<file path="config.mk">
export PLATFORM = sky130hd
export DESIGN_NAME = csa_sqrt
export DESIGN_NICKNAME = d
export VERILOG_FILES = /design/src/rtl/csa_sqrt.sv
export SDC_FILE = /design/constraint.sdc
export NUM_CORES = 1
export LEC_CHECK = 0
export BUFFER_PORTS_ARGS = -buffer_cell sky130_fd_sc_hd__buf_2
export CORE_AREA = 4 4 113 115
export CTS_CLUSTER_DIAMETER = 200
export DETAILED_ROUTE_END_ITERATION = 6
export DIE_AREA = 0 0 117 119
export PLACE_DENSITY = 0.75
export SLEW_MARGIN = 5
export SYNTH_ARGS = -nofsm -noshare
export SYNTH_HDL_FRONTEND = slang
export SYNTH_SLANG_ARGS = --single-unit
export TNS_END_PERCENT = 50
</file>
<file path="constraint.sdc">
create_clock -name clk -period 5.22 [get_ports clk]
set_clock_uncertainty 0.2 [all_clocks]
set_input_delay 0.261 -clock clk [delete_from_list [all_inputs] [get_ports clk]]
set_output_delay 0.261 -clock clk [all_outputs]
set_load 0.01 [all_outputs]
</file>
<file path="src/rtl/csa_sqrt.sv">
module csa_sqrt #(
  parameter int N = 8
) (
  input  logic             clk,
  input  logic             rst_n,
  input  logic             start,
  input  logic [2*N-1:0]   radicand,
  output logic [N-1:0]     root,
  output logic [N:0]       rem,
  output logic             done
);
  localparam int XW = 2 * N;
  localparam int W  = XW + 4;
  localparam int CW = $clog2(N + 1);
  localparam logic [W-1:0] ONEW = {{(W-1){1'b0}}, 1'b1};
  localparam logic [N-1:0] ONEN = {{(N-1){1'b0}}, 1'b1};

  typedef enum logic [1:0] {IDLE, RUN, FIN} st_t;
  st_t st;

  logic [W-1:0]  ws, wc;
  logic [N-1:0]  qa, qb;
  logic [CW-1:0] step;

  logic [W-1:0]  s2, c2, ulp, dmul, dop, ns, nc, wfull;
  logic [N-1:0]  qbit;
  logic signed [6:0] est;
  logic qp, qn, running, fin;

  assign running = (st == RUN);
  assign fin     = (st == FIN);

  assign s2  = ws << 1;
  assign c2  = wc << 1;
  assign est = s2[W-1 -: 7] + c2[W-1 -: 7];

  assign qp = (step == CW'(1)) || (est >= 7'sd4);
  assign qn = (step != CW'(1)) && (est < -7'sd4);

  assign ulp  = ONEW << (XW - int'(step));
  assign qbit = ONEN << (N - int'(step));

  assign dmul = qp ? (({{(W-N){1'b0}}, qa} << (N + 1)) | ulp)
                   : (({{(W-N){1'b0}}, qb} << (N + 1)) | ulp | (ulp << 1));
  assign dop  = qp ? ~dmul : dmul;

  assign ns = s2 ^ c2 ^ dop;
  assign nc = (((s2 & c2) | (s2 & dop) | (c2 & dop)) << 1) | {{(W-1){1'b0}}, qp};

  assign wfull = ws + wc;

  always_ff @(posedge clk or negedge rst_n) begin
    if (!rst_n) begin
      st   <= IDLE;
      ws   <= '0;
      wc   <= '0;
      qa   <= '0;
      qb   <= '0;
      step <= '0;
      root <= '0;
      rem  <= '0;
      done <= 1'b0;
    end else begin
      done <= 1'b0;
      case (st)
        IDLE: if (start) begin
          ws   <= {4'b0000, radicand};
          wc   <= '0;
          qa   <= '0;
          qb   <= '0;
          step <= CW'(1);
          st   <= RUN;
        end
        RUN: begin
          if (qp || qn) begin
            ws <= ns;
            wc <= nc;
          end else begin
            ws <= s2;
            wc <= c2;
          end
          if (qp) begin
            qa <= qa | qbit;
            qb <= qa;
          end else if (qn) begin
            qa <= qb | qbit;
          end else begin
            qb <= qb | qbit;
          end
          if (step == CW'(N)) st <= FIN;
          else step <= step + CW'(1);
        end
        FIN: begin
          if (wfull[W-1]) begin
            root <= qb;
            rem  <= wfull[N +: N+1] + {qb, 1'b1};
          end else begin
            root <= qa;
            rem  <= wfull[N +: N+1];
          end
          done <= 1'b1;
          st   <= IDLE;
        end
        default: st <= IDLE;
      endcase
    end
  end
endmodule

</file>
==> Word level (Yosys, flattened, before mapping) <==
Cells that the tools add are included.
{ "totals": {"ff_bits": 80, "latchBits": 0, "ram_bits": 0, "rom_bits": 0, "inputBits": 19, "output_inout_bits": 18, "mem_count": 0} }
{ "op_classes": {"n_addsub": 6, "multipliers": 0, "n_div": 0, "magnitude_cmp": 2, "eq_ne": 10, "shifts": 2, "n_mux": 24, "bitwise_logic": 14, "reduce_logical": 10} }
{ "op_table": {"columns": ["cell", "count"], "rows": [
  ["20-bit two-way mux", 6],
  ["20-bit case mux with 2 select lines", 2],
  ["19-bit AND", 3],
  ["8-bit two-way mux", 6],
  ["17-bit by 20-bit OR with 20-bit output", 2],
  ["20-bit XOR", 2],
  ["19-bit OR", 2],
  ["8-bit case mux with 2 select lines", 2],
  ["1-bit by 32-bit left shift with 20-bit output, first input constant", 1],
  ["1-bit by 32-bit left shift with 8-bit output, first input constant", 1],
  ["20-bit adder", 1],
  ["20-bit inverter", 1],
  ["20-bit by 1-bit OR with 20-bit output", 1],
  ["20-bit OR", 1],
  ["8-bit OR", 2],
  ["9-bit adder", 1],
  ["9-bit two-way mux", 1],
  ["3-bit AND reduction", 3],
  ["4-bit two-way mux", 2],
  ["4-bit case mux with 2 select lines", 1],
  ["7-bit adder", 1],
  ["7-bit by 4-bit greater-or-equal comparator with 1-bit output, second input constant", 1],
  ["7-bit by 3-bit less-than comparator with 1-bit output, second input constant", 1],
  ["3-bit inequality test, second input constant", 2],
  ["18 further kinds", 22]
]} }

==> Longest topological paths before layout <==
Gate-level depths: netlist of the first run.
{ "depth": {"ltp_word": 13, "mapped_depth": 16, "ltp_nobuf": 16} }

==> Least setup slack after synthesis of the first run <==
Ideal clock, no wire load.
{ "synth_path": {"kind": "register -> register", "from": "register ws[1]", "to": "register rem[8]", "setup_ns": 0.069, "t_arrival_ns": 3.466, "required_time_ns": 4.951, "slack_ns": 1.486, "path_stages_with_launch": 17, "path_buffers": 0, "period_less_slack_ns": 3.734, "cell_sequence": "dfrtp_1 > ha_1 > a211oi_1 > o21ai_1 > a311oi_1 > o21bai_1 > a21oi_1 > xnor2_1 > ha_1 > nor2b_1 > o21a_1 > o21a_1 > o21a_1 > o41a_1 > xor2_1 > a211o_1 > nand3_1"} }
{ "synth_via": {"elab_chain_cells": 3} }
{ "synth_rtl": {"columns": ["item", "line", "text"], "rows": [
  ["from (decl)", "21", "logic [W-1:0] ws, wc;"],
  ["from (signal assigned)", "67", "ws <= {4'b0000, radicand};"],
  ["from (signal assigned)", "76", "ws <= ns;"],
  ["20-bit adder (*)", "50", "assign wfull = ws + wc;"],
  ["9-bit adder", "96", "rem <= wfull[N +: N+1] + {qb, 1'b1};"],
  ["9-bit two-way mux (*)", "94", "if (wfull[W-1]) begin"],
  ["to (signal assigned)", "96", null],
  ["to (signal assigned)", "99", "rem <= wfull[N +: N+1];"],
  ["to (decl)", "9", "output logic [N:0] rem,"]
]} }
Mark *: on every way between the ends. The rest lies on a longest branch, timed or not.
A chain may end at the register's enable or synchronous reset.

==> Worst setup path after layout of the first run <==
Same ends and word-level chain as after synthesis.

==> impl_metrics.ini, run 1 <==
[place]
numPortBuffers = 36
place_hpwl_microns = 12100
pre_cts_ws_ns = 1.08
place_inst = 856
gp_congestion = 0.973

[worst_hold_path]
hp-start = radicand[4]
worstHoldPathCells = 3
hold_end = ws[4]$_DFFE_PN0P_
hold_path_class = input port to flop

[sta]
slew_headroom_pct = 19.0
setup_violations = 0
finalMaxSlewViolations = 0
worst_slew_pin_slew_ns = 1.21
fin_setup_tns_ns = 0
fmax_ghz = 0.237
setup_ws_ns = 0.998
hold_violations = 0
post-route-period-util_pct = 80.9
grt_setup_unrepaired = no
period_needed_ns = 4.22

[logic_synthesis]
synth_area_sq_um = 6310
ys_seq_area_share_pct = 31.7
ys_seq_elements = 80
async_flop_share_pct = 100
synth_ff_type = dfrtp_1
yosys_warnings = 0
ys_types = 75
synth-edff-count = 0
synthCells = 711
syn_area_per_cell_sq_um = 8.88
syn-num-nets = 782

[setup_path]
cpMostUsedCell = o21a_1
worstSetupStartpointType = flop
reg2reg_depth = 16
reg2reg_from = ws[1]$_DFFE_PN0P_
critPathCaptureType = flop
crit_chain = ha_1 -> a211oi_1 -> o21ai_1 -> a311oi_1 -> o21bai_1 -> a21oi_1 -> xnor2_1 -> ha_1 -> nor2b_1 -> o21a_1 -> o21a_1 -> o21a_1 -> o41a_1 -> xor2_1 -> a211o_1 -> nand3_1
cp_slowest_cell = dfrtp_1
critPathArrivalTime_ns = 4.30
cp_max_fo = 6
crit_family = compound AO/OA/AOI/OAI gates
critPathBufInv = 0
critPathRequiredTime_ns = 5.30
max_stage_delay_ns = 0.40
r2r-end = rem[8]$_DFFE_PN0P_
criticalPathCategory = flop to flop
regToRegSetupSlack_ns = 1.0

[cells_and_area]
drive_gt1_share_pct = 13.2
n_fill_cell = 1023
seq_area_sq_um = 2000
diodes = 0
syn_to_final_growth_pct = 10.3
layoutNonFillerInstCount = 883
fin_nets = 802
multi_input_comb_area_sq_um = 3930

[drt]
vias = 5602
antenna_left = 0
drcViolationCount = 0
wirelength_microns = 17200
dr.max_layer_used = met4
dr.pass1.iters = 5
routedWlPerCell_microns = 19.5
routed-wl-met3_microns = 1060
drt-met1-wl_microns = 7360
vias_per_cell = 6.34
wl_met2_microns = 8180
drt-initial-drc-count = 531

[floorplan]
coreArea_sq_um = 11800
start_util_pct = 53.5
io_pins = 37
dieArea_sq_um = 13900
placementRows = 40
die_w_microns = 117
fp.dieH_microns = 119

[global_route]
track_usage_pct = 25.5
antenna_found_initial = 0
grt_pass1_vias = 5432
grt_start_max_net_pins = 81
grt_pass1_wl_microns = 28100
overflow = 0

[job]
drv_cap = 0

[clock_tree]
clk_pin_slew_ns = 0.06
cts-root-buf = clkbuf_16
cts_tree = yes
ctsResizeCount = 0
cts_made_buffers = 9
cts.sinks = 80
holdBufCountCts = 11
cts_setup_buffers = 0
clk_latency_ns = 0.35
clk_path_buf_depth = 2
htreeDepth = 3

[outcome]
outcome = finished, final reports clean
synthesized netlist by cell type, drive strengths merged (3+ instances only):
cell     number  area [sq um]
xor2          7          68.8
inv          47           176
nor2         56           213
o22ai         6          37.5
nor2b        11          68.8
a221oi        3          32.5
mux2i        17           170
nand3        26           130
nor3          9          45.0
clkbuf       34           128
a31o          3          26.3
a21oi        59           295
nor4          3          25.0
a21o          3          22.5
o21ai        45           233
nand2        71           269
nand2b        9          56.3
nor3b         4          30.0
a2bb2oi       8          70.1
nand4         5          31.3
o31ai         4          35.0
o21a          5          37.5
a31oi        14          87.6
o22a          8          70.1
and2          6          37.5
mux2         16           221
xnor2        12           105
buf          11          80.1
fa           20           400
a22oi         3          22.5
o221ai       11           153
o211ai        4          30.0
ha           32           400
dfrtp        80          2000
a211oi        6          45.0
a22o         18           158
a32o          5          50.1
final cells by class:
| class | instances | share of cell area [%] |
|---|---|---|
| Multi-Input combinational cell | 538 | 56.4 |
| Sequential cell | 80 | 28.7 |
| Timing Repair Buffer | 54 | 4.96 |
| Clock buffer | 11 | 3.49 |
| Tap cell | 147 | 2.64 |
| Inverter | 48 | 2.59 |
| Clock inverter | 5 | 1.15 |
placed cells by master (no fill, tap or decap), types with 9 or more instances in the layout:
master         netlist  final
dfrtp_1             80     80
fa_1                20     20
nor2_1              55     54
nor2b_1             11     10
buf_2                4     35
nand2b_1             9      9
dlygate4sd3_1        0     11
mux2_4              11     11
a31oi_1             14     14
a21oi_1             59     59
o21ai_0             39     39
nand2_1             70     70
clkbuf_16            0      9
o221ai_2             9      9
xnor2_1             12     12
a22o_1              18     18
nor3_1               9      9
inv_1               47     47
mux2i_1             17     17
ha_1                32     32
nand3_1             26     26
worst min-delay path, stage by stage:
cell,delay [ns]
buf_2,0.07
o22ai_1,0.07
a21oi_1,0.11
sequential cells by signal, indices dropped and copies added, names as in the netlist:
register / flops
done: 1
qa: 8
qb: 8
rem: 9
root: 8
st: 2
step: 4
wc: 20
ws: 20
kinds of logic (layout without fill, tap and decap cells):
logic type | Yosys count | count (layout) | synth area share [%]
AOI/OAI and AO/OA | 219 | 219 | 24.3
and+or+nand+nor | 215 | 215 | 16.2
buffers and inverters | 93 | 118 | 6.14
DFF | 80 | 80 | 31.7
adders and majority gates | 52 | 52 | 12.7
muxes | 33 | 33 | 6.20
xor gates and xnor gates | 19 | 19 | 2.75
per-layer routing:
layer / vias to the layer above / global-route usage (%)
li1: 2590 / -
met1: 2754 / 34.7
met2: 216 / 39.8
met3: 42 / 3.86
met4: 0 / 11.7
met5: - / 0
stage by stage:
| stage | util, % | hold slack, ns | instance area [sq um] |
|---|---|---|---|
| 6_report | 59.0 | 0.0174 | 6960 |
| 5_1_grt | 59.0 | 0.0145 | 6960 |
| 4_1_cts | 59.0 | 0.00392 | 6960 |
| 3_5_place_dp | 55.3 | 0.266 | 6530 |
| 3_3_place_gp | 55.3 | 0.266 | 6530 |
| 2_1_floorplan | - | -0.235 | 6310 |
worst max-delay path by stage:
stage / from / end / slack, ns / cells past startpoint
6_report: ws[1]$_DFFE_PN0P_ / rem[8]$_DFFE_PN0P_ / 1.0 / 16
3_3_place_gp: ws[1]$_DFFE_PN0P_ / rem[8]$_DFFE_PN0P_ / 1.15 / 16
2_1_floorplan: ws[1]$_DFFE_PN0P_ / rem[8]$_DFFE_PN0P_ / 1.49 / 16
3_5_place_dp: ws[1]$_DFFE_PN0P_ / rem[8]$_DFFE_PN0P_ / 1.08 / 16
4_1_cts: ws[1]$_DFFE_PN0P_ / rem[8]$_DFFE_PN0P_ / 1.04 / 16
5_1_grt: ws[1]$_DFFE_PN0P_ / rem[8]$_DFFE_PN0P_ / 0.73 / 16
Power of run 1 is left out: the tool's default activity adds up to more than one toggle a clock period on the data nets, which glitch-free logic cannot reach.
==> inputs of run 2 (changes only) <==
--- a/config.mk
+++ b/config.mk
@@ -10,7 +10,7 @@
 export CTS_CLUSTER_DIAMETER = 200
 export DETAILED_ROUTE_END_ITERATION = 6
 export DIE_AREA = 0 0 117 119
-export PLACE_DENSITY = 0.75
+export PLACE_DENSITY = 0.77
 export SLEW_MARGIN = 5
 export SYNTH_ARGS = -nofsm -noshare
 export SYNTH_HDL_FRONTEND = slang
==> constraint.sdc (replaced) <==
create_clock -name clk -period 3.6 [get_ports clk]
set_clock_uncertainty 0.2 [all_clocks]
set_input_delay 0.18 -clock clk [delete_from_list [all_inputs] [get_ports clk]]
set_output_delay 0.18 -clock clk [all_outputs]
set_load 0.01 [all_outputs]
==> impl_metrics.ini, run 2 (same netlist as run 1, synthesis figures left out) <==
[setup_path]
reg2reg_depth = 16
max_stage_delay_ns = 0.39
criticalPathCategory = flop to flop
critPathBufInv = 0
critPathArrivalTime_ns = 3.97
cpMostUsedCell = o21a_1
cp_slowest_cell = dfrtp_1
critPathCaptureType = flop
cp_max_fo = 2
critical_path_depth = 16
cp-endpoint = rem[8]$_DFFE_PN0P_
crit_chain = ha_1 -> a211oi_2 -> o21ai_2 -> a311oi_2 -> o21bai_1 -> a21oi_1 -> xnor2_1 -> ha_1 -> nor2b_1 -> o21a_1 -> o21a_1 -> o21a_1 -> o41a_1 -> xor2_1 -> a211o_1 -> nand3_1
regToRegSetupSlack_ns = -0.30
worstSetupStartpointType = flop
crit_start = wc[1]$_DFFE_PN0P_
r2r-end = rem[8]$_DFFE_PN0P_
reg2reg_from = wc[1]$_DFFE_PN0P_
crit_family = compound AO/OA/AOI/OAI gates
critPathRequiredTime_ns = 3.68

[sta]
post-route-period-util_pct = 108
fin_setup_tns_ns = -1.29
grt_setup_unrepaired = yes
setup_ws_ns = -0.296
fmax_ghz = 0.257
hold_violations = 0
period_needed_ns = 3.90
fin_hold_ws_ns = 0.0925
worst_slew_pin_slew_ns = 1.03
finalMaxSlewViolations = 0
slew_headroom_pct = 31.6
setup_violations = 16

[drt]
wirelength_microns = 19600
drt-met1-wl_microns = 7760
routedWlPerCell_microns = 20.5
antenna_left = 0
dr.max_layer_used = met4
routed-wl-met3_microns = 1260
dr.pass1.iters = 5
drt-initial-drc-count = 708
wl_met2_microns = 9710
vias = 6128
drcViolationCount = 0
vias_per_cell = 6.41

[place]
place_hpwl_microns = 12700
gp_congestion = 0.881
placed_cell_area_sq_um = 6950
numPortBuffers = 36

[cells_and_area]
top_regs = wc x20, ws x20, rem x9
fin_nets = 875
final_common_cell = dfrtp_1
syn_to_final_growth_pct = 23.6
drive_gt1_share_pct = 26.2
layout_common_cells = dfrtp_1 (80), buf_4 (69), nand2_1 (65), a21oi_1 (53)
diodes = 0
n_fill_cell = 904
final_area_sq_um = 7810

[floorplan]
io_pins = 37
die_w_microns = 117
coreArea_sq_um = 11800
start_util_pct = 53.5
dieArea_sq_um = 13900
fp.dieH_microns = 119
placementRows = 40

[global_route]
overflow = 0
grt_pass1_wl_microns = 30800
grt_start_max_net_pins = 81
track_usage_pct = 27.9
grt_pass1_vias = 6032
antenna_found_initial = 0

[worst_hold_path]
hold_path_class = input port to flop

[clock_tree]
htreeDepth = 3
clk_latency_ns = 0.35
clk_path_buf_depth = 2
clk_pin_slew_ns = 0.07
cts_tree = yes
cts.sinks = 80
cts_made_buffers = 9
cts-root-buf = clkbuf_16

[outcome]
violations = negative setup slack
outcome = finished with violations

[job]
drv_cap = 0
## run 2: cell count changes in the layout (fill, tap and decap cells not counted), moves of 4 or more
| cell | previous run | this run |
|---|---|---|
| nand2_1 | 70 | 65 |
| o21ai_0 | 39 | 26 |
| a21oi_1 | 59 | 53 |
| a21oi_2 | 0 | 5 |
| nor2_1 | 54 | 46 |
| buf_6 | 0 | 4 |
| nor2_4 | 0 | 6 |
| buf_4 | 8 | 69 |
| nand2_2 | 1 | 5 |
| o21ai_1 | 4 | 9 |
| dlygate4sd3_1 | 11 | 17 |
| o21ai_2 | 2 | 10 |
## run 2: layer usage
metal / vias up / GRT usage (%)
li1: 2754 / -
met1: 3007 / 36.0
met2: 300 / 45.4
met3: 67 / 5.03
met4: 0 / 12.0
met5: - / 0
## run 2: timing repair
action	in CTS	in global routing
hold buffers	17	0
gates resized for setup	12	67
gates cloned	0	1
endpoints found under the setup margin	10	25
pin swaps	9	37
buffers inserted	7	9
endpoints found under the hold margin	96	0
## run 2: cell type report
cell class	count	area [sq um]	share of cell area, %
Inverter	48	180	2.31
Timing Repair Buffer	127	948	12.1
Sequential cell	80	2000	25.6
Tap cell	147	184	2.36
Clock inverter	6	90.1	1.15
Multi-Input combinational cell	538	4160	53.3
Clock buffer	10	239	3.06
## run 2: worst register-to-register path, stage by stage, from the launching register on
cell and delay [ns]:
dfrtp_1 0.39, ha_1 0.32, a211oi_2 0.25, o21ai_2 0.12, a311oi_2 0.23, o21bai_1 0.14
a21oi_1 0.21, xnor2_1 0.17, ha_1 0.28, nor2b_1 0.13, o21a_1 0.17, o21a_1 0.18
o21a_1 0.18, o41a_1 0.32, xor2_1 0.17, a211o_1 0.29, nand3_1 0.08
## run 2: how the worst min path moves through the flow
stage / startpoint / end / slack, ns / cells past startpoint
after floorplan: rst_n / done$_DFF_PN0_ / -0.32 / 0
after global placement: rst_n / done$_DFF_PN0_ / 0.21 / 1
after detailed placement: radicand[9] / ws[9]$_DFFE_PN0P_ / 0.23 / 3
after CTS: start / step[2]$_DFFE_PN0P_ / 0.11 / 3
after global routing: start / step[2]$_DFFE_PN0P_ / 0.16 / 3
final: start / step[2]$_DFFE_PN0P_ / 0.09 / 3
## run 2: through the flow
stage	worst slack (ns)	util (%)	cells
after global routing	-0.406	66.1	956
final	-0.296	66.1	956
after floorplan	-0.0435	-	711
after detailed placement	-0.228	58.9	910
after CTS	-0.289	63.8	949
after global placement	-0.153	58.9	910
Power of run 2 is left out for the same reason.
==> inputs of run 3 (changes only) <==
--- a/config.mk
+++ b/config.mk
@@ -10,7 +10,7 @@
 export CTS_CLUSTER_DIAMETER = 200
 export DETAILED_ROUTE_END_ITERATION = 6
 export DIE_AREA = 0 0 117 119
-export PLACE_DENSITY = 0.77
+export PLACE_DENSITY_LB_ADDON = 0.3
 export SLEW_MARGIN = 5
 export SYNTH_ARGS = -nofsm -noshare
 export SYNTH_HDL_FRONTEND = slang
==> impl_metrics.ini, run 3 (same netlist as run 1, synthesis figures left out) <==
[outcome]
outcome = finished with violations
violations = negative setup slack

[sta]
finalMaxSlewViolations = 0
grt_setup_unrepaired = yes
fmax_ghz = 0.259
setup_ws_ns = -0.268
period_needed_ns = 3.87
slew_headroom_pct = 16.6
worst_slew_pin_slew_ns = 1.24
hold_violations = 0
post-route-period-util_pct = 107
setup_violations = 6
fin_hold_ws_ns = 0.165

[global_route]
overflow = 0
antenna_found_initial = 0
grt_pass1_vias = 5833
grt_pass1_wl_microns = 30100
grt_start_max_net_pins = 81
track_usage_pct = 27.6

[clock_tree]
cts_made_buffers = 9
clk_pin_slew_ns = 0.06
htreeDepth = 3
clk_path_buf_depth = 2
cts.sinks = 80
cts-root-buf = clkbuf_16
cts_tree = yes
clk_latency_ns = 0.35

[worst_hold_path]
hold_end = step[2]$_DFFE_PN0P_
hp-start = start
worstHoldPathCells = 3
hold_path_class = input port to flop

[setup_path]
cp_slowest_cell = dfrtp_1
critPathArrivalTime_ns = 3.94
criticalPathCategory = flop to flop
reg2reg_from = ws[1]$_DFFE_PN0P_
critPathCaptureType = flop
max_stage_delay_ns = 0.41
cpMostUsedCell = o21a_1
worstSetupStartpointType = flop
regToRegSetupSlack_ns = -0.27
cp_max_fo = 2
crit_chain = ha_4 -> a211oi_4 -> o21ai_2 -> a311oi_2 -> o21bai_1 -> a21oi_2 -> xnor2_2 -> ha_1 -> nor2b_1 -> o21a_1 -> o21a_1 -> o21a_1 -> o41a_1 -> xor2_1 -> a211o_1 -> nand3_1
critPathRequiredTime_ns = 3.68
r2r-end = rem[8]$_DFFE_PN0P_
reg2reg_depth = 16

[drt]
drcViolationCount = 0
routedWlPerCell_microns = 20.1
antenna_left = 0
wirelength_microns = 19200
vias_per_cell = 6.31
dr.pass1.iters = 5
vias = 6035
drt-initial-drc-count = 476

[floorplan]
placementRows = 40
fp.dieH_microns = 119
start_util_pct = 53.5
io_pins = 37
dieArea_sq_um = 13900
coreArea_sq_um = 11800
die_w_microns = 117

[cells_and_area]
drive_gt1_share_pct = 27.5
final_area_sq_um = 7900
top_regs = wc x20, ws x20, rem x9
final_common_cell = dfrtp_1
n_fill_cell = 899
syn_to_final_growth_pct = 25.1
layout_common_cells = dfrtp_1 (80), buf_4 (67), nand2_1 (63), a21oi_1 (52), nor2_1 (46)
fin_nets = 876

[place]
placed_cell_area_sq_um = 6990
numPortBuffers = 36
gp_congestion = 0.890
place_hpwl_microns = 12800

[job]
drv_cap = 0
-- run 3: worst max-delay path, delay by kind of cell, from the launching register on --
kind	cells	cell delay [ns]
AO/OA/AOI/OAI	10	2.15
flip-flops	1	0.41
adder cells (fa/ha/maj)	2	0.52
AND/OR/NAND/NOR	2	0.22
XOR/XNOR	2	0.30
-- run 3: final cells by class --
class                           count  area (sq um)  area share, %
Antenna cell                        1          2.50         0.0317
Clock buffer                       10           229           2.90
Clock inverter                      4          47.5          0.602
Inverter                           48           183           2.31
Multi-Input combinational cell    538          4250           53.8
Sequential cell                    80          2000           25.3
Tap cell                          147           184           2.33
Timing Repair Buffer              128           998           12.6
-- run 3: stage by stage --
stage                     cells  TNS (ns)  setup WS [ns]  util (%)
final                       956    -0.446         -0.268      66.9
after global routing        955     -2.36         -0.388      66.9
after CTS                   947    -0.439         -0.257      63.8
after detailed placement    913    -0.609         -0.283      59.2
after global placement      913    -0.165         -0.165      59.2
after floorplan             711   -0.0885        -0.0435         -
-- run 3: what timing repair did --
item	CTS	global route
gates cloned	0	2
endpoints found under the setup margin	13	24
hold buffers	17	0
pin swaps	14	38
setup buffers	3	11
hold endpoints to repair	96	0
resized for setup	16	79
-- run 3: how the worst max path moves through the flow --
| stage | from | endpoint | slack [ns] |
|---|---|---|---|
| after floorplan | ws[1]$_DFFE_PN0P_ | rem[8]$_DFFE_PN0P_ | -0.04 |
| after global placement | ws[1]$_DFFE_PN0P_ | rem[8]$_DFFE_PN0P_ | -0.17 |
| after detailed placement | ws[1]$_DFFE_PN0P_ | rem[8]$_DFFE_PN0P_ | -0.28 |
| after CTS | ws[1]$_DFFE_PN0P_ | rem[8]$_DFFE_PN0P_ | -0.26 |
| after global routing | ws[1]$_DFFE_PN0P_ | rem[8]$_DFFE_PN0P_ | -0.39 |
| final | ws[1]$_DFFE_PN0P_ | rem[8]$_DFFE_PN0P_ | -0.27 |
-- run 3: per-layer routing --
layer	track usage [%]	up-vias	wire length [microns]
li1	-	2738	-
met1	36.1	2947	7830
met2	43.3	284	9070
met3	4.17	66	1300
met4	15.1	0	979
met5	0	-	0
Power of run 3 is left out for the same reason.
